===== config.mk =====
export PLATFORM = sky130hd
export DESIGN_NAME = volt_bcd_conv
export DESIGN_NICKNAME = d
export VERILOG_FILES = /design/src/rtl/vbc_pkg.sv /design/src/rtl/vbc_scale.sv /design/src/rtl/vbc_bcd_counter.sv /design/src/rtl/vbc_ctrl.sv /design/src/rtl/volt_bcd_conv.sv
export SDC_FILE = /design/constraint.sdc
export NUM_CORES = 1
export LEC_CHECK = 0
export ABC_AREA = 1
export BUFFER_PORTS_ARGS = -buffer_cell sky130_fd_sc_hd__buf_2
export CAP_MARGIN = 20
export CORE_ASPECT_RATIO = 0.5
export CORE_UTILIZATION = 35
export DETAILED_ROUTE_END_ITERATION = 7
export SYNTH_ARGS = -nofsm -noshare
export SYNTH_HDL_FRONTEND = slang
export SYNTH_SLANG_ARGS = --single-unit

===== constraint.sdc =====
create_clock -name clk -period 2.75 [get_ports clk]
set_input_delay 0.6875 -clock clk [delete_from_list [all_inputs] [get_ports clk]]
set_output_delay 0.6875 -clock clk [all_outputs]
set_load 0.01 [all_outputs]

===== src/rtl/vbc_pkg.sv =====
package vbc_pkg;
    localparam int DIGIT_W = 4;

    typedef enum logic [0:0] {
        ST_IDLE  = 1'b0,
        ST_COUNT = 1'b1
    } vbc_state_e;
endpackage


===== src/rtl/vbc_scale.sv =====
module vbc_scale #(
    parameter int SAMPLE_W  = 12,
    parameter int MUL_SHIFT = 7,
    parameter int DIV_SHIFT = 4,
    localparam int PROD_W   = SAMPLE_W + MUL_SHIFT + 1,
    localparam int SCALE_W  = PROD_W - DIV_SHIFT
) (
    input  logic [SAMPLE_W-1:0] sample_i,
    output logic [SCALE_W-1:0]  scaled_o
);
    logic [PROD_W-1:0] shifted;
    logic [PROD_W-1:0] widened;
    logic [PROD_W-1:0] product;

    always_comb begin
        shifted  = {1'b0, sample_i, {MUL_SHIFT{1'b0}}};
        widened  = {{(PROD_W-SAMPLE_W){1'b0}}, sample_i};
        product  = shifted + widened;
        scaled_o = product[PROD_W-1:DIV_SHIFT];
    end
endmodule


===== src/rtl/vbc_bcd_counter.sv =====
module vbc_bcd_counter
    import vbc_pkg::*;
#(
    parameter int NUM_DIGITS = 5,
    localparam int BUS_W     = NUM_DIGITS * DIGIT_W
) (
    input  logic             clk,
    input  logic             rst,
    input  logic             clr_i,
    input  logic             inc_i,
    output logic [BUS_W-1:0] count_o
);
    logic [NUM_DIGITS:0] carry;

    assign carry[0] = inc_i;

    for (genvar k = 0; k < NUM_DIGITS; k++) begin : g_digit
        logic [DIGIT_W-1:0] digit_q;
        logic               at_nine;

        assign at_nine      = (digit_q == DIGIT_W'(9));
        assign carry[k+1]   = carry[k] && at_nine;
        assign count_o[k*DIGIT_W +: DIGIT_W] = digit_q;

        always_ff @(posedge clk) begin
            if (rst || clr_i) begin
                digit_q <= '0;
            end else if (carry[k]) begin
                digit_q <= at_nine ? '0 : digit_q + DIGIT_W'(1);
            end
        end

        AST_DIGIT_RANGE: assert property (@(posedge clk) disable iff (rst)
            digit_q <= DIGIT_W'(9));
    end
endmodule


===== src/rtl/vbc_ctrl.sv =====
module vbc_ctrl
    import vbc_pkg::*;
#(
    parameter int SCALE_W = 16
) (
    input  logic               clk,
    input  logic               rst,
    input  logic               start_i,
    input  logic [SCALE_W-1:0] scaled_i,
    output logic               cnt_clr_o,
    output logic               cnt_inc_o,
    output logic               shadow_load_o,
    output logic               done_o
);
    vbc_state_e         state_q;
    vbc_state_e         state_d;
    logic [SCALE_W-1:0] target_q;
    logic [SCALE_W-1:0] bin_cnt_q;
    logic               reached;
    logic               done_q;

    assign reached = (bin_cnt_q == target_q);

    // state register
    always_ff @(posedge clk) begin
        if (rst) begin
            state_q <= ST_IDLE;
        end else begin
            state_q <= state_d;
        end
    end

    // next state and outputs
    always_comb begin
        state_d       = state_q;
        cnt_clr_o     = 1'b0;
        cnt_inc_o     = 1'b0;
        shadow_load_o = 1'b0;
        unique case (state_q)
            ST_IDLE: begin
                if (start_i) begin
                    cnt_clr_o = 1'b1;
                    state_d   = ST_COUNT;
                end
            end
            ST_COUNT: begin
                if (reached) begin
                    shadow_load_o = 1'b1;
                    state_d       = ST_IDLE;
                end else begin
                    cnt_inc_o = 1'b1;
                end
            end
            default: state_d = ST_IDLE;
        endcase
    end

    // datapath registers
    always_ff @(posedge clk) begin
        if (rst) begin
            target_q  <= '0;
            bin_cnt_q <= '0;
            done_q    <= 1'b0;
        end else begin
            done_q <= shadow_load_o;
            if (cnt_clr_o) begin
                target_q  <= scaled_i;
                bin_cnt_q <= '0;
            end else if (cnt_inc_o) begin
                bin_cnt_q <= bin_cnt_q + SCALE_W'(1);
            end
        end
    end

    assign done_o = done_q;

    AST_NO_OVERFLOW: assert property (@(posedge clk) disable iff (rst)
        (state_q == ST_COUNT) |-> (bin_cnt_q <= target_q));
    AST_DONE_PULSE: assert property (@(posedge clk) disable iff (rst)
        done_q |=> !done_q);
    AST_START_IGNORED: assert property (@(posedge clk) disable iff (rst)
        (state_q == ST_COUNT && start_i) |=> $stable(target_q));
    AST_ZERO_FAST: assert property (@(posedge clk) disable iff (rst)
        (state_q == ST_IDLE && start_i && scaled_i == '0) |=> ##1 done_q);
endmodule


===== src/rtl/volt_bcd_conv.sv =====
module volt_bcd_conv
    import vbc_pkg::*;
#(
    parameter int SAMPLE_W   = 12,
    parameter int MUL_SHIFT  = 7,
    parameter int DIV_SHIFT  = 4,
    parameter int NUM_DIGITS = 5,
    localparam int SCALE_W   = SAMPLE_W + MUL_SHIFT + 1 - DIV_SHIFT,
    localparam int BUS_W     = NUM_DIGITS * DIGIT_W
) (
    input  logic                clk,
    input  logic                rst,
    input  logic                start_i,
    input  logic [SAMPLE_W-1:0] sample_i,
    output logic [BUS_W-1:0]    digits_o,
    output logic                done_o
);
    logic [SCALE_W-1:0] scaled;
    logic               cnt_clr;
    logic               cnt_inc;
    logic               shadow_load;
    logic [BUS_W-1:0]   bcd_count;
    logic [BUS_W-1:0]   shadow_q;

    vbc_scale #(
        .SAMPLE_W  (SAMPLE_W),
        .MUL_SHIFT (MUL_SHIFT),
        .DIV_SHIFT (DIV_SHIFT)
    ) u_scale (
        .sample_i (sample_i),
        .scaled_o (scaled)
    );

    vbc_ctrl #(
        .SCALE_W (SCALE_W)
    ) u_ctrl (
        .clk           (clk),
        .rst           (rst),
        .start_i       (start_i),
        .scaled_i      (scaled),
        .cnt_clr_o     (cnt_clr),
        .cnt_inc_o     (cnt_inc),
        .shadow_load_o (shadow_load),
        .done_o        (done_o)
    );

    vbc_bcd_counter #(
        .NUM_DIGITS (NUM_DIGITS)
    ) u_bcd (
        .clk     (clk),
        .rst     (rst),
        .clr_i   (cnt_clr),
        .inc_i   (cnt_inc),
        .count_o (bcd_count)
    );

    always_ff @(posedge clk) begin
        if (rst) begin
            shadow_q <= '0;
        end else if (shadow_load) begin
            shadow_q <= bcd_count;
        end
    end

    assign digits_o = shadow_q;

    AST_DISPLAY_HOLD: assert property (@(posedge clk) disable iff (rst)
        1'b1 |=> (done_o || $stable(digits_o)));
endmodule


==> results of run 1 <==
worst max-delay path by stage:
stage | startpoint | to | slack [ns] | cells past startpoint
6_report | sample_i[7] | u_ctrl.target_q[11] | 0.61 | 13
3_3_place_gp | sample_i[7] | u_ctrl.target_q[11] | 0.35 | 13
5_1_grt | sample_i[7] | u_ctrl.target_q[11] | 0.40 | 13
3_5_place_dp | sample_i[7] | u_ctrl.target_q[11] | 0.25 | 13
2_1_floorplan | sample_i[0] | u_ctrl.target_q[11] | 0.62 | 12
4_1_cts | sample_i[7] | u_ctrl.target_q[11] | 0.60 | 13
power by group through the flow:
stage | sequential, mW | combinational, mW | clock (mW)
after floorplan | 1.16 | 0.207 | 0
after global routing | 1.14 | 0.326 | 1.22
final | 1.14 | 0.288 | 1.15
after global placement | 1.16 | 0.285 | 0
after CTS | 1.14 | 0.290 | 1.18
after detailed placement | 1.16 | 0.288 | 0
final cells by class:
class | instances | area (µm²)
Fill cell | 1100 | 5990
Multi-Input combinational cell | 365 | 1860
Sequential cell | 74 | 1480
Inverter | 92 | 350
Clock buffer | 13 | 250
Timing Repair Buffer | 39 | 205
Tap cell | 140 | 175
Clock inverter | 2 | 37.5
logic make-up (layout without fill, tap and decap cells):
| logic type | after synthesis | in the layout | share of synthesized area |
|---|---|---|---|
| buffers and inverters | 104 | 146 | 0.114 |
| flip-flops | 74 | 74 | 0.393 |
| XOR/XNOR | 10 | 10 | 0.0233 |
| adder cells (fa/ha/maj) | 7 | 7 | 0.0252 |
| AND/OR/NAND/NOR | 237 | 237 | 0.289 |
| AO/OA/AOI/OAI | 111 | 111 | 0.155 |
cells in the mapped netlist, drive strengths merged:
cell,n
clkbuf,4
a31oi,1
dfxtp,74
inv,92
fa,1
nand3b,1
o32ai,1
nand3,31
xor2,8
nor4,5
xnor2,2
nand4,4
nor3,13
a211oi,1
buf,8
o22ai,8
ha,6
nor2,59
a21oi,52
o211ai,2
o21ai,45
nand2,124
a21boi,1
per-layer routing:
metal  routed length, µm  global-route usage  up-vias
li1                    -                   -     1818
met1                4580               0.225     1510
met2                3490               0.264       69
met3                 415              0.0437        8
met4                 106              0.0493        0
met5                   0                   0        -
tightest hold or removal path: stages (launching register included):
cell,delay [ns]
dfxtp_1,0.30
inv_1,0.04
a21oi_1,0.05
sequential cells by signal, summed over array words and instances, names as in the netlist:
register,count
u_ctrl.bin_cnt_q,16
u_ctrl.target_q,16
u_ctrl.state_q,1
u_ctrl.done_o,1
u_bcd.g_digit.digit_q,20
digits_o,20
cells in the final DEF, fill, tap and decap left out, types with 4 or more instances in the layout:
master / count
a21oi_1: 51
buf_2: 35
buf_4: 4
clkbuf_16: 9
dfxtp_1: 74
ha_1: 6
inv_1: 83
inv_2: 8
nand2_1: 120
nand3_1: 28
nor2_1: 53
nor3_1: 12
nor4_1: 5
o21ai_0: 40
o21ai_1: 5
o22ai_1: 8
xor2_1: 8
==> summary.md, run 1 <==
| Metric | Value |
|---|---|
| Synth cell types | `39` |
| Max Clock Freq | `0.468 GHz` |
| RSZ-0062 raised after global routing | `no` |
| Pwr dens | `a little under 600 nW/µm²` |
| Hold Violations, Final | `0` |
| Crit Path Category | `primary input to flop` |
| CTS tree | `done` |
| Worst path max stage delay | `~0.4 ns` |
| Final Util | `0.421` |
| Post-CTS Setup Bufs | `0` |
| Post-Syn Area per Cell | `a little under 7 µm²` |
| Vias per cell | `4.70` |
| Synthesized net count | `565` |
| Pint | `1.93 mW` |
| Initial DRC count | `roughly 150` |
| Average routed wire per standard cell | `~12 µm` |
| Slew @ Worst Pin | `0.763 ns` |
| Clock Pin Slew Worst Setup and Hold Paths | `0.05 ns` |
| CP Max Fanout | `6` |
| R2R Path Start | `u_ctrl.bin_cnt_q[1]` |
| Detail Route Antenna Nets | `0` |
| Routed via count | `between 3,000 and 4,000` |
| Core Area | `10,300 µm²` |
| Min setup slack post-route | `a little over 0.6 ns` |
| Reg2Reg Setup Slack | `0.73 ns` |
| Post-cts resize count | `0` |
| Root Driver | `clkbuf_16` |
| Min-delay worst type | `flop to flop` |
| CP top delay family | `adder cells` |
| # IOs | `36` |
| Rel. slew slack | `0.487` |
| Share of post-route cells with drive strength above 1 | `0.130` |
| Worst-Skew Late Latency | `approximately 0.34 ns` |
| Sw Share | `0.251` |
| CTS sink count | `74` |
| Placed cells | `between 700 and 800` |
| PortBufs | `35` |
| First-pass GRT wire length | `approximately 14 mm` |
| Global route overflow | `0` |
| Clock share of power | `0.447` |
| Area growth from synthesis to layout | `15.6%` |
| Critical path's slowest cell | `fa_1` |
| Post-DP Area | `just over 4000 µm²` |
| Critical path arrival | `roughly 2.3 ns` |
| Setup TNS | `0 ns` |
| Switching power | `0.647 mW` |
| Ranking of synthesized cells by area | `dfxtp_1, nand2_1, inv_1` |
| Hold EP | `digits_o[19]` |
| Yosys Warn Count | `0` |
| Chip height | `~75 µm` |
| Hold path startpoint | `digits_o[19]` |
| Initial antenna violation count | `0` |
| Nets | `between 600 and 700` |
| Final Slew Violations | `0` |
| Die area | `roughly 11,000 µm²` |
| CP cell instances | `buf_2 -> ha_1 -> fa_1 -> nand3_1 -> nand2_1 -> nand2_1 -> inv_1 -> nor2_1 -> nor2_1 -> nand3_1 -> inv_1 -> o21ai_0 -> o21ai_0` |
| Clock Path Buffers | `2` |
| Final Skew | `approximately 0.0042 ns` |
| DR pass1 iterations | `4` |
| Crit path time final | `2.14 ns` |
| Worst Setup Start Kind | `primary input` |
| Buffers and inverters on the worst path | `3` |
| Routability Congestion | `approximately 0.83` |
| Design area | `4360 µm²` |
| Hold Path Cell Cnt | `2` |
| Data required, critical path | `slightly below 3 ns` |
| Largest net degree at the start of global routing | `25` |
| VDD IR max | `0.261 mV` |
| Total power | `2.58 mW` |
| Starting Density | `0.364` |
| Top-area cell type share of the netlist area | `0.393` |
| Mapped Area | `approximately 3800 µm²` |
| DP Worst Slack | `approximately 0.25 ns` |
| Logic pwr share | `0.112` |
| Final cell count without fillers | `approximately 730` |
| R2r endpoint | `digits_o[9]` |
| Status | `finished, final reports clean` |
| Routed WL | `8.59 mm` |
| Sequential Power Share | `0.441` |
| Leakage | `approximately 1.8 nW` |
| Die extent in x | `about 150 µm` |
| Final setup vio count | `0` |
| Reg2Reg Depth | `10` |
| Area leader, netlist | `dfxtp_1` |
| Flops & latches, synth | `74` |
| Post-CTS Hold Fix Bufs | `0` |
| Sequential share of the synthesized area | `0.393` |
| Total Routing Usage GR | `0.167` |
| CTS Buf Count | `9` |
| Row Count | `26` |
| DRC viols | `0` |
| Final HPWL DP | `between 6 and 7 mm` |
| Number of global-route vias before repair | `approximately 3,000` |
| Maxcap violations | `0` |
| ANT cells | `0` |
| H-Tree Level Count | `3` |
| Mapped Cells | `about 540` |
| CP endpoint kind | `flop` |
| Worst hold margin | `approximately 0.44 ns` |
| Tcrit/Tclk final | `0.778` |
(Power assumes the default switching activity.)
==> run 2: changes to the inputs <==
- clock period: 2.75 -> 2.1 ns (I/O delays scaled with it)
==> run 2 against run 1 <==
Against the previous run:
- count of clock-buffer cells in the layout is 1 higher
- critical path type unchanged
- critical endpoint unchanged
- non-clock buffer count is 14 higher
- setup slack worse by 0.35 ns
- clock skew is 0.00063 ns higher
- routed wire length is 1.0% higher
==> summary.md, run 2 (same netlist as run 1, synthesis figures left out) <==
| Metric | Value |
|---|---|
| VDD IR max | `roughly 0.34 mV` |
| Total Routing Usage GR | `0.171` |
| Crit Path Category | `primary input to flop` |
| R2R Path Start | `u_ctrl.bin_cnt_q[1]` |
| CTS sink count | `74` |
| Total power | `roughly 3.5 mW` |
| Final Util | `0.435` |
| Final Skew | `0.00481 ns` |
| Routed via count | `approximately 3,500` |
| Number of global-route vias before repair | `3,088` |
| Maxcap violations | `0` |
| Worst Setup Start Kind | `primary input` |
| DRC viols | `0` |
| Status | `finished, final reports clean` |
| DR pass1 iterations | `5` |
| Root Driver | `clkbuf_16` |
| Vias per cell | `~4.7` |
| Routability Congestion | `0.833` |
| # IOs | `36` |
| Most common cell after layout, fill and taps aside | `nand2_1` |
| DP Worst Slack | `-0.0887 ns` |
| Share of post-route cells with drive strength above 1 | `0.150` |
| Logic pwr share | `0.116` |
| PortBufs | `35` |
| Detail Route Antenna Nets | `0` |
| Pwr dens | `approximately 800 nW/µm²` |
| Row Count | `26` |
| CTS Buf Count | `9` |
| CP endpoint kind | `flop` |
| ANT cells | `0` |
| Die area | `~11,000 µm²` |
| Hold Violations, Final | `0` |
| Crit path time final | `around 1.8 ns` |
| Min setup slack post-route | `about 0.26 ns` |
| Min-delay worst type | `flop to flop` |
| Hold path startpoint | `digits_o[6]` |
| Global route overflow | `0` |
| Clock Path Buffers | `2` |
| Data required, critical path | `between 2 and 2.5 ns` |
| Hold EP | `digits_o[6]` |
| Average routed wire per standard cell | `11.7 µm` |
| Reg2Reg Setup Slack | `0.27 ns` |
| Leakage | `1.86 nW` |
| Largest net degree at the start of global routing | `25` |
| Critical path arrival | `around 2.0 ns` |
| Tcrit/Tclk final | `0.875` |
| Worst-Skew Late Latency | `approximately 0.34 ns` |
| First-pass GRT wire length | `about 15 mm` |
| Hold Path Cell Cnt | `2` |
| Pint | `2.68 mW` |
| Reg2Reg Depth | `10` |
| H-Tree Level Count | `3` |
| Commonest cells after routing, fill and taps aside | `nand2_1, inv_1, dfxtp_1` |
| Switching power | `approximately 0.84 mW` |
| Area growth from synthesis to layout | `19.5%` |
| CP Max Fanout | `2` |
| Final HPWL DP | `around 6.4 mm` |
| Post-cts resize count | `0` |
| CTS tree | `done` |
| Core Area | `10,300 µm²` |
| Initial antenna violation count | `0` |
| Nets | `just over 600` |
| Max Clock Freq | `between 0.5 and 0.6 GHz` |
| Clock share of power | `0.463` |
| Sw Share | `0.239` |
| Chip height | `~75 µm` |
| Slew @ Worst Pin | `0.520 ns` |
| Die extent in x | `149 µm` |
| Final setup vio count | `0` |
| Placed cells | `724` |
| R2r endpoint | `digits_o[2]` |
| Routed WL | `8.68 mm` |
| Rel. slew slack | `0.650` |
| Post-CTS Setup Bufs | `0` |
| Setup TNS | `0 ns` |
| RSZ-0062 raised after global routing | `no` |
| Initial DRC count | `approximately 230` |
| Starting Density | `0.364` |
| Post-CTS Hold Fix Bufs | `0` |
| Sequential Power Share | `0.421` |
| Clock Pin Slew Worst Setup and Hold Paths | `roughly 0.060 ns` |
| Final Slew Violations | `0` |
| Final cell count without fillers | `between 700 and 800` |
run 2: critical path: stages:
cell and delay, ns:
buf_2 0.11, ha_1 0.20, fa_1 0.39, nand3_1 0.10
nand2_1 0.07, nand2_1 0.06, inv_1 0.04, nor2_1 0.12
nor2_1 0.07, nand3_1 0.08, inv_1 0.05, o21ai_0 0.13
o21ai_0 0.09
run 2: layout make-up:
type,instances,area (µm²)
fill,1092,5850
multi-input combinational,365,1860
sequential,74,1480
inverter,92,350
timing repair buffer,53,323
clock buffer,14,254
tap,140,175
clock inverter,2,60.1
run 2: worst max path at each step:
stage	from	end	slack (ns)	cells past startpoint
6_report	sample_i[7]	u_ctrl.target_q[11]	0.26	13
3_3_place_gp	sample_i[7]	u_ctrl.target_q[11]	-0.07	13
3_5_place_dp	sample_i[7]	u_ctrl.target_q[11]	-0.09	13
5_1_grt	sample_i[7]	u_ctrl.target_q[11]	0.04	13
4_1_cts	sample_i[7]	u_ctrl.target_q[11]	0.27	13
2_1_floorplan	sample_i[0]	u_ctrl.target_q[11]	0.14	12
run 2: power by group through the flow:
| stage | Clock [mW] | Sequential, mW | Combinational [mW] |
|---|---|---|---|
| 2_1_floorplan | 0 | 1.52 | 0.271 |
| 3_3_place_gp | 0 | 1.51 | 0.406 |
| 3_5_place_dp | 0 | 1.51 | 0.411 |
| 4_1_cts | 1.67 | 1.48 | 0.414 |
| 5_1_grt | 1.74 | 1.49 | 0.464 |
| 6_report | 1.63 | 1.48 | 0.410 |
run 2: stage by stage:
| stage | area [µm²] | hold WS, ns |
|---|---|---|
| after global placement | 4190 | 0.428 |
| after CTS | 4500 | 0.440 |
| after detailed placement | 4190 | 0.432 |
| after floorplan | 3770 | 0.450 |
| final | 4500 | 0.437 |
| after global routing | 4500 | 0.460 |
run 2: routing by layer:
metal / wire, µm / vias up / share of wire / GRT usage
li1: - / 1848 / - / -
met1: 4500 / 1517 / 0.52 / 0.224
met2: 3630 / 77 / 0.42 / 0.267
met3: 419 / 12 / 0.048 / 0.0527
met4: 132 / 0 / 0.015 / 0.0641
met5: 0 / - / 0 / 0
